`src/rtl/wpm_pkg.sv`:
```
package wpm_pkg;
    localparam int WORD_W  = 40;
    localparam int ADDR_W  = 6;
    localparam int LANES   = 4;
    localparam int BYTE_W  = 8;
    localparam int DWORD_W = LANES * BYTE_W;
    localparam int MAX_PAT = 8;
    localparam int SKIP_W  = 3;

    typedef struct packed {
        logic              last;
        logic [SKIP_W-1:0] skip;
        logic [LANES-1:0]  care;
    } ctrl_t;

    typedef struct packed {
        logic [DWORD_W-1:0] bytes;
        ctrl_t              ctrl;
    } pword_t;

    typedef enum logic {
        TR_OFF = 1'b0,
        TR_ON  = 1'b1
    } tr_state_t;

    function automatic logic lanes_agree(pword_t w, logic [DWORD_W-1:0] d);
        logic ok;
        ok = 1'b1;
        for (int k = 0; k < LANES; k++) begin
            if (w.ctrl.care[k] && (w.bytes[k*BYTE_W +: BYTE_W] != d[k*BYTE_W +: BYTE_W]))
                ok = 1'b0;
        end
        return ok;
    endfunction
endpackage

```
`src/rtl/wpm_header.sv`:
```
module wpm_header
    import wpm_pkg::*;
#(
    parameter int NPAT = MAX_PAT
) (
    input  logic [WORD_W-1:0]      hdr0,
    input  logic [WORD_W-1:0]      hdr1,
    output logic [NPAT-1:0]        pat_en,
    output logic [NPAT*ADDR_W-1:0] pat_ptr
);
    localparam int HALF = MAX_PAT / 2;

    logic [MAX_PAT*BYTE_W-1:0] raw_ptr;

    assign pat_en = hdr0[NPAT-1:0];

    for (genvar p = 0; p < MAX_PAT; p++) begin : g_ptr
        if (p < HALF) begin : g_lo
            assign raw_ptr[p*BYTE_W +: BYTE_W] = hdr0[(p+1)*BYTE_W +: BYTE_W];
        end else begin : g_hi
            assign raw_ptr[p*BYTE_W +: BYTE_W] = hdr1[(p-HALF+1)*BYTE_W +: BYTE_W];
        end
    end

    for (genvar p = 0; p < NPAT; p++) begin : g_trim
        assign pat_ptr[p*ADDR_W +: ADDR_W] = raw_ptr[p*BYTE_W +: ADDR_W];
    end

    logic unused_hdr;
    assign unused_hdr = ^{hdr1[BYTE_W-1:0], hdr0[BYTE_W-1:NPAT > 7 ? 7 : NPAT], raw_ptr};
endmodule

```
`src/rtl/wpm_tracker.sv`:
```
module wpm_tracker
    import wpm_pkg::*;
(
    input  logic               clk,
    input  logic               rst,
    input  logic               run,
    input  logic               step,
    input  logic               sof,
    input  logic               eof,
    input  logic [DWORD_W-1:0] rx_data,
    input  logic               pat_en,
    input  logic [ADDR_W-1:0]  start_ptr,
    output logic [ADDR_W-1:0]  rd_addr,
    input  logic [WORD_W-1:0]  rd_word,
    output logic               hit
);
    tr_state_t         st;
    logic [ADDR_W-1:0] cur;
    logic [SKIP_W-1:0] held;

    pword_t            w;
    logic              live;
    logic [ADDR_W-1:0] addr_e;
    logic [SKIP_W-1:0] held_e;
    logic              waiting;
    logic              agree;

    assign w       = pword_t'(rd_word);
    assign live    = sof ? pat_en : (st == TR_ON);
    assign addr_e  = sof ? start_ptr : cur;
    assign held_e  = sof ? '0 : held;
    assign rd_addr = addr_e;
    assign waiting = held_e < w.ctrl.skip;
    assign agree   = lanes_agree(w, rx_data);

    always_ff @(posedge clk) begin
        if (rst || !run) begin
            st   <= TR_OFF;
            hit  <= 1'b0;
            cur  <= '0;
            held <= '0;
        end else begin
            hit <= 1'b0;
            if (step) begin
                st <= TR_OFF;
                if (live) begin
                    if (waiting) begin
                        cur  <= addr_e;
                        held <= held_e + 1'b1;
                        if (!eof) st <= TR_ON;
                    end else if (agree) begin
                        if (w.ctrl.last) begin
                            hit <= 1'b1;
                        end else begin
                            cur  <= addr_e + 1'b1;
                            held <= '0;
                            if (!eof) st <= TR_ON;
                        end
                    end
                end
            end
        end
    end

    p_hit_after_step_r5: assert property (@(posedge clk) disable iff (rst)
        hit |-> $past(step));

    p_mismatch_abandons_r5: assert property (@(posedge clk) disable iff (rst)
        (run && step && live && !waiting && !agree) |=> (st == TR_OFF && !hit));

    p_eof_closes_r6: assert property (@(posedge clk) disable iff (rst)
        (step && eof) |=> (st == TR_OFF));

    p_gated_idle_r7: assert property (@(posedge clk) disable iff (rst)
        !run |=> (st == TR_OFF && !hit));
endmodule

```
`src/rtl/wpm_status.sv`:
```
module wpm_status (
    input  logic clk,
    input  logic rst,
    input  logic any_hit,
    input  logic det_clr,
    input  logic pm_clr,
    input  logic wake_en,
    output logic det_flag,
    output logic pm_status,
    output logic wake_out
);
    always_ff @(posedge clk) begin
        if (rst) begin
            det_flag  <= 1'b0;
            pm_status <= 1'b0;
        end else begin
            det_flag  <= any_hit  | (det_flag  & ~det_clr);
            pm_status <= det_flag | (pm_status & ~pm_clr);
        end
    end

    assign wake_out = pm_status & wake_en;

    p_det_sticky_r8: assert property (@(posedge clk) disable iff (rst)
        (det_flag && !det_clr) |=> det_flag);

    p_det_source_r8: assert property (@(posedge clk) disable iff (rst)
        $rose(det_flag) |-> $past(any_hit));

    p_pm_source_r9: assert property (@(posedge clk) disable iff (rst)
        $rose(pm_status) |-> $past(det_flag));

    p_pm_sticky_r9: assert property (@(posedge clk) disable iff (rst)
        (pm_status && !pm_clr) |=> pm_status);
endmodule

```
`src/rtl/wake_pattern_matcher.sv`:
```
module wake_pattern_matcher
    import wpm_pkg::*;
#(
    parameter int NPAT = MAX_PAT
) (
    input  logic                             clk,
    input  logic                             rst,
    input  logic                             match_mode_en,
    input  logic                             rx_run,
    input  logic                             rx_suspend,
    input  logic                             wake_en,
    input  logic                             rx_valid,
    input  logic                             rx_sof,
    input  logic                             rx_eof,
    input  logic [DWORD_W-1:0]               rx_data,
    output logic [(NPAT+2)*ADDR_W-1:0]       rd_addr,
    input  logic [(NPAT+2)*WORD_W-1:0]       rd_data,
    input  logic                             det_clr,
    input  logic                             pm_clr,
    output logic [NPAT-1:0]                  hit_pulse,
    output logic                             det_flag,
    output logic                             pm_status,
    output logic                             wake_out
);
    localparam int HDR0_PORT = NPAT;
    localparam int HDR1_PORT = NPAT + 1;

    logic                   run;
    logic                   step;
    logic [NPAT-1:0]        pat_en;
    logic [NPAT*ADDR_W-1:0] pat_ptr;

    assign run  = match_mode_en & rx_run & rx_suspend;
    assign step = run & rx_valid;

    assign rd_addr[HDR0_PORT*ADDR_W +: ADDR_W] = ADDR_W'(0);
    assign rd_addr[HDR1_PORT*ADDR_W +: ADDR_W] = ADDR_W'(1);

    wpm_header #(.NPAT(NPAT)) u_header (
        .hdr0    (rd_data[HDR0_PORT*WORD_W +: WORD_W]),
        .hdr1    (rd_data[HDR1_PORT*WORD_W +: WORD_W]),
        .pat_en  (pat_en),
        .pat_ptr (pat_ptr)
    );

    for (genvar p = 0; p < NPAT; p++) begin : g_trk
        wpm_tracker u_trk (
            .clk       (clk),
            .rst       (rst),
            .run       (run),
            .step      (step),
            .sof       (rx_sof),
            .eof       (rx_eof),
            .rx_data   (rx_data),
            .pat_en    (pat_en[p]),
            .start_ptr (pat_ptr[p*ADDR_W +: ADDR_W]),
            .rd_addr   (rd_addr[p*ADDR_W +: ADDR_W]),
            .rd_word   (rd_data[p*WORD_W +: WORD_W]),
            .hit       (hit_pulse[p])
        );
    end

    wpm_status u_status (
        .clk       (clk),
        .rst       (rst),
        .any_hit   (|hit_pulse),
        .det_clr   (det_clr),
        .pm_clr    (pm_clr),
        .wake_en   (wake_en),
        .det_flag  (det_flag),
        .pm_status (pm_status),
        .wake_out  (wake_out)
    );

    p_wake_needs_status_r10: assert property (@(posedge clk) disable iff (rst)
        wake_out |-> (pm_status && wake_en));

    p_reset_quiet_r11: assert property (@(posedge clk)
        $past(rst) |-> (hit_pulse == '0 && !det_flag && !pm_status));
endmodule

```
`config.mk`:
```
export PLATFORM = sky130hd
export DESIGN_NAME = wake_pattern_matcher
export DESIGN_NICKNAME = d
export VERILOG_FILES = /design/src/rtl/wpm_pkg.sv /design/src/rtl/wpm_header.sv /design/src/rtl/wpm_tracker.sv /design/src/rtl/wpm_status.sv /design/src/rtl/wake_pattern_matcher.sv
export SDC_FILE = /design/constraint.sdc
export NUM_CORES = 1
export LEC_CHECK = 0
export ABC_AREA = 1
export BUFFER_PORTS_ARGS = -buffer_cell sky130_fd_sc_hd__buf_2
export CAP_MARGIN = 40
export CORE_AREA = 4 4 199 201
export DETAILED_ROUTE_END_ITERATION = 10
export DIE_AREA = 0 0 203 205
export GPL_ROUTABILITY_DRIVEN = 0
export HOLD_SLACK_MARGIN = 0.06
export REMOVE_ABC_BUFFERS = 1
export SETUP_SLACK_MARGIN = 0.2
export SYNTH_ARGS = -nofsm -noshare
export SYNTH_HDL_FRONTEND = slang
export SYNTH_SLANG_ARGS = --single-unit
```
`constraint.sdc`:
```
create_clock -name clk -period 5.3 [get_ports clk]
set_input_delay 0.53 -clock clk [delete_from_list [all_inputs] [get_ports clk]]
set_output_delay 0.53 -clock clk [all_outputs]
set_load 0.005 [all_outputs]
```
==> flow_summary.json <==
{
  "status": "finished, final reports clean",
  "fin_nets": 2555,
  "root_buffer": "clkbuf_16",
  "critical_path_class": "in2reg",
  "post_synth_inst_count": 1660,
  "timing.max_slew.rel_slack": 0.5144,
  "start_util": 0.2746,
  "fp.dieArea_um2": 41620,
  "met2WireLength_um": 19740,
  "p_per_area_nw_per_um2": 160.5,
  "detail_route.wl_per_cell_um": 15.06,
  "synthDistinctLibCells": 41,
  "cp_cell_sequence": "buf_2 > buf_4 > inv_8 > nand2_1 > inv_1 > ha_1 > a21oi_1 > nand2_2 > nor2_1 > inv_2 > nand2_2 > nand2_1 > nand2_1 > nor2_1",
  "synth_area_per_inst_um2": 6.217,
  "critical_path.max_stage_delay_ns": 0.44,
  "mostFrequentLayoutCells": "604 x nand2_1, 477 x buf_2, 209 x xnor2_1, 180 x nor2_1, 136 x inv_1",
  "number_of_antenna_violations_at_the_first_check_in_global_routing": 9,
  "period_minus_slack_ns": 2.768,
  "drt_first_iter_violations": 434,
  "setup_repair_after_global_routing_missed_its_margin": "false",
  "hold_buffers": 0,
  "grt_pass1_wl_um": 58840,
  "clock_latency_ns": 0.35,
  "die-width_um": 203,
  "row_count": 71,
  "cts.repair.resized": 0,
  "power.leakage_uw": 0.006394,
  "number_of_fillers_in_the_final_layout": 4212,
  "crit_path_end_kind": "register",
  "start_kind": "primary input",
  "cts.path.max_buffers": 2,
  "hpwl_um": 33310,
  "chipHeight_um": 205,
  "tritoncts": "built",
  "first_global_vias": 11090,
  "maximum_number_of_pins_on_one_net_before_global_route_repair": 62,
  "clk_pin_slew_ns": 0.07,
  "grt_use_total": 0.1790,
  "worstHoldPathType": "in2reg",
  "met3RoutedLength_um": 2501,
  "finish.cell_count_without_fillers": 2601,
  "cts_buffers": 9,
  "area_of_the_multi_input_gates_um2": 7149,
  "layout-area-overhead-vs-synth_pct": 26.02,
  "drive_above_1_share": 0.2988,
  "timing.critical_path.max_delay_family": "simple AND/OR/NAND/NOR gates",
  "num_io_pins": 514,
  "synth_warnings": 0,
  "finalHoldViolations": 0,
  "num_vias": 11250,
  "first_pass_iters": 5,
  "port_buffers": 477,
  "detail_route.drc_violations": 0,
  "final_min_period_over_clock_period": 0.5222,
  "layout_commonest_cell": "nand2_1",
  "worst_path_cell_with_the_longest_stage_delay": "buf_4",
  "irDropWorstVdd_uv": 147.7,
  "ys_async_sr_fraction": 0,
  "worst_ep_required_time_ns": 5.55,
  "drv.max_cap_violation_count": 0,
  "achievable-frequency_ghz": 0.3613,
  "slew_violations": 0,
  "finalSetupViolations": 0,
  "synth.yosys.seq_area_share": 0.1746,
  "drt-vias-per-instance": 4.326,
  "most_frequent_cell_on_critical_path": "nand2_1",
  "route.top_layer_used": "met5",
  "timing.critical_path.fanout_max": 61,
  "clkSinkCount": 90,
  "overflow": 0,
  "synthesis.area_um2": 10320,
  "worst_pin_slew_ns": 0.7274,
  "ys_dominant_reg_cell": "dfxtp_1",
  "yosys_register_bits": 90,
  "h_tree_depth": 3,
  "setup_total_negative_slack_ns": 0,
  "route.final.wire_length_um": 39170,
  "routed_metal_1_wire_length_um": 15980,
  "placed_cells_incl_taps": 2580,
  "post-cts-setup-buffer-count": 0,
  "critical_path.n_buffers_inverters": 5,
  "route.antenna.remaining_nets": 0,
  "finClkSkew_ns": 0.008661,
  "arrival_ns": 3.02,
  "sequential_cell_area_um2": 1802,
  "fp.coreArea_um2": 37580,
  "synth_enable_flop_cells": 0
}
## flip-flops by register name (all words and copies together), names as in the netlist
signal and cells:
g_trk.u_trk.cur 48, u_status.det_flag 1, u_status.pm_status 1, g_trk.u_trk.st 8, g_trk.u_trk.hit 8, g_trk.u_trk.held 24
## Yosys cell counts (2+ instances only)
cell type / n / share of area
a21oi_1: 50 / 0.024
a21oi_2: 2 / 0.0017
buf_12: 2 / 0.0039
buf_2: 6 / 0.0029
buf_4: 29 / 0.021
buf_6: 39 / 0.043
clkbuf_1: 4 / 0.0015
clkinv_1: 2 / 0.00073
clkinv_2: 4 / 0.0019
conb_1: 2 / 0.00073
dfxtp_1: 90 / 0.17
ha_1: 32 / 0.039
inv_1: 136 / 0.049
inv_2: 28 / 0.010
mux2_2: 5 / 0.0055
mux2i_1: 8 / 0.0078
nand2_1: 604 / 0.22
nand2_2: 40 / 0.024
nand2_4: 5 / 0.0055
nand3_1: 43 / 0.021
nand3_2: 5 / 0.0048
nand3b_1: 3 / 0.0022
nand4_1: 30 / 0.018
nor2_1: 180 / 0.065
nor2_2: 8 / 0.0048
nor2_4: 2 / 0.0022
nor3_1: 8 / 0.0039
nor3_2: 7 / 0.0068
nor4_1: 2 / 0.0012
o21ai_0: 9 / 0.0044
o21ai_1: 2 / 0.00097
o21ai_2: 9 / 0.0076
or2_1: 11 / 0.0067
or2_2: 9 / 0.0055
xnor2_1: 209 / 0.18
xor2_1: 30 / 0.025
## per-stage QoR
stage,utilization,hold WS [ns],worst slack [ns],area (um^2),power [uW]
floorplan,-,0.4447,2.700,9612,1033
global placement,0.3369,0.4509,2.155,12660,1358
detailed placement,0.3369,0.4548,2.110,12660,1367
CTS,0.3458,0.3617,2.491,12990,2123
global route,0.3460,0.3897,2.220,13000,2222
finish,0.3461,0.3782,2.532,13010,2087
## area by class of cell
type                    count  share of cell area
multi-input cells        1327              0.5497
repair buffers            480              0.1853
flip-flops and latches     90              0.1385
inverters                 172             0.05080
well taps                 511             0.04916
clock buffers               9             0.01732
clock inverters             7            0.008178
diodes                      5           0.0009621
## cells by family (layout without fill, tap and decap cells)
group           after synthesis  count (layout)  share of synthesized area
simple gates                958             958                     0.3940
buf+inv                     253             668                     0.1363
xor+xnor                    239             239                     0.2028
flops                        90              90                     0.1746
compound gates               73              73                    0.03953
fa+ha+maj                    32              32                    0.03880
mux                          13              13                    0.01322
other cells                   2              17                  0.0007277
## report_power, final
| part | switching (uW) | internal (uW) | leakage [uW] |
|---|---|---|---|
| logic | 360 | 309 | 0.00551 |
| clock network | 317 | 424 | 0.000163 |
| registers | 0.239 | 676 | 0.000724 |
## path summary, 6_finish.rpt
kind	from	end	slack, ns	cells after the start
worst max-delay path	rx_sof	g_trk[7].u_trk.cur[0]	2.53	14
worst min-delay path	rst	u_status.pm_status	0.38	2
worst max register to register	g_trk[7].u_trk.held[2]	g_trk[7].u_trk.cur[0]	3.30	11
worst min register to register	u_status.det_flag	u_status.pm_status	0.46	2
## routing by layer
metal | up-vias | GRT usage
met5 | - | 0
met4 | 2 | 0.04704
met3 | 53 | 0.03625
met2 | 368 | 0.3345
met1 | 4975 | 0.2079
li1 | 5854 | -
Note: power is estimated with default switching activity, not from simulation.
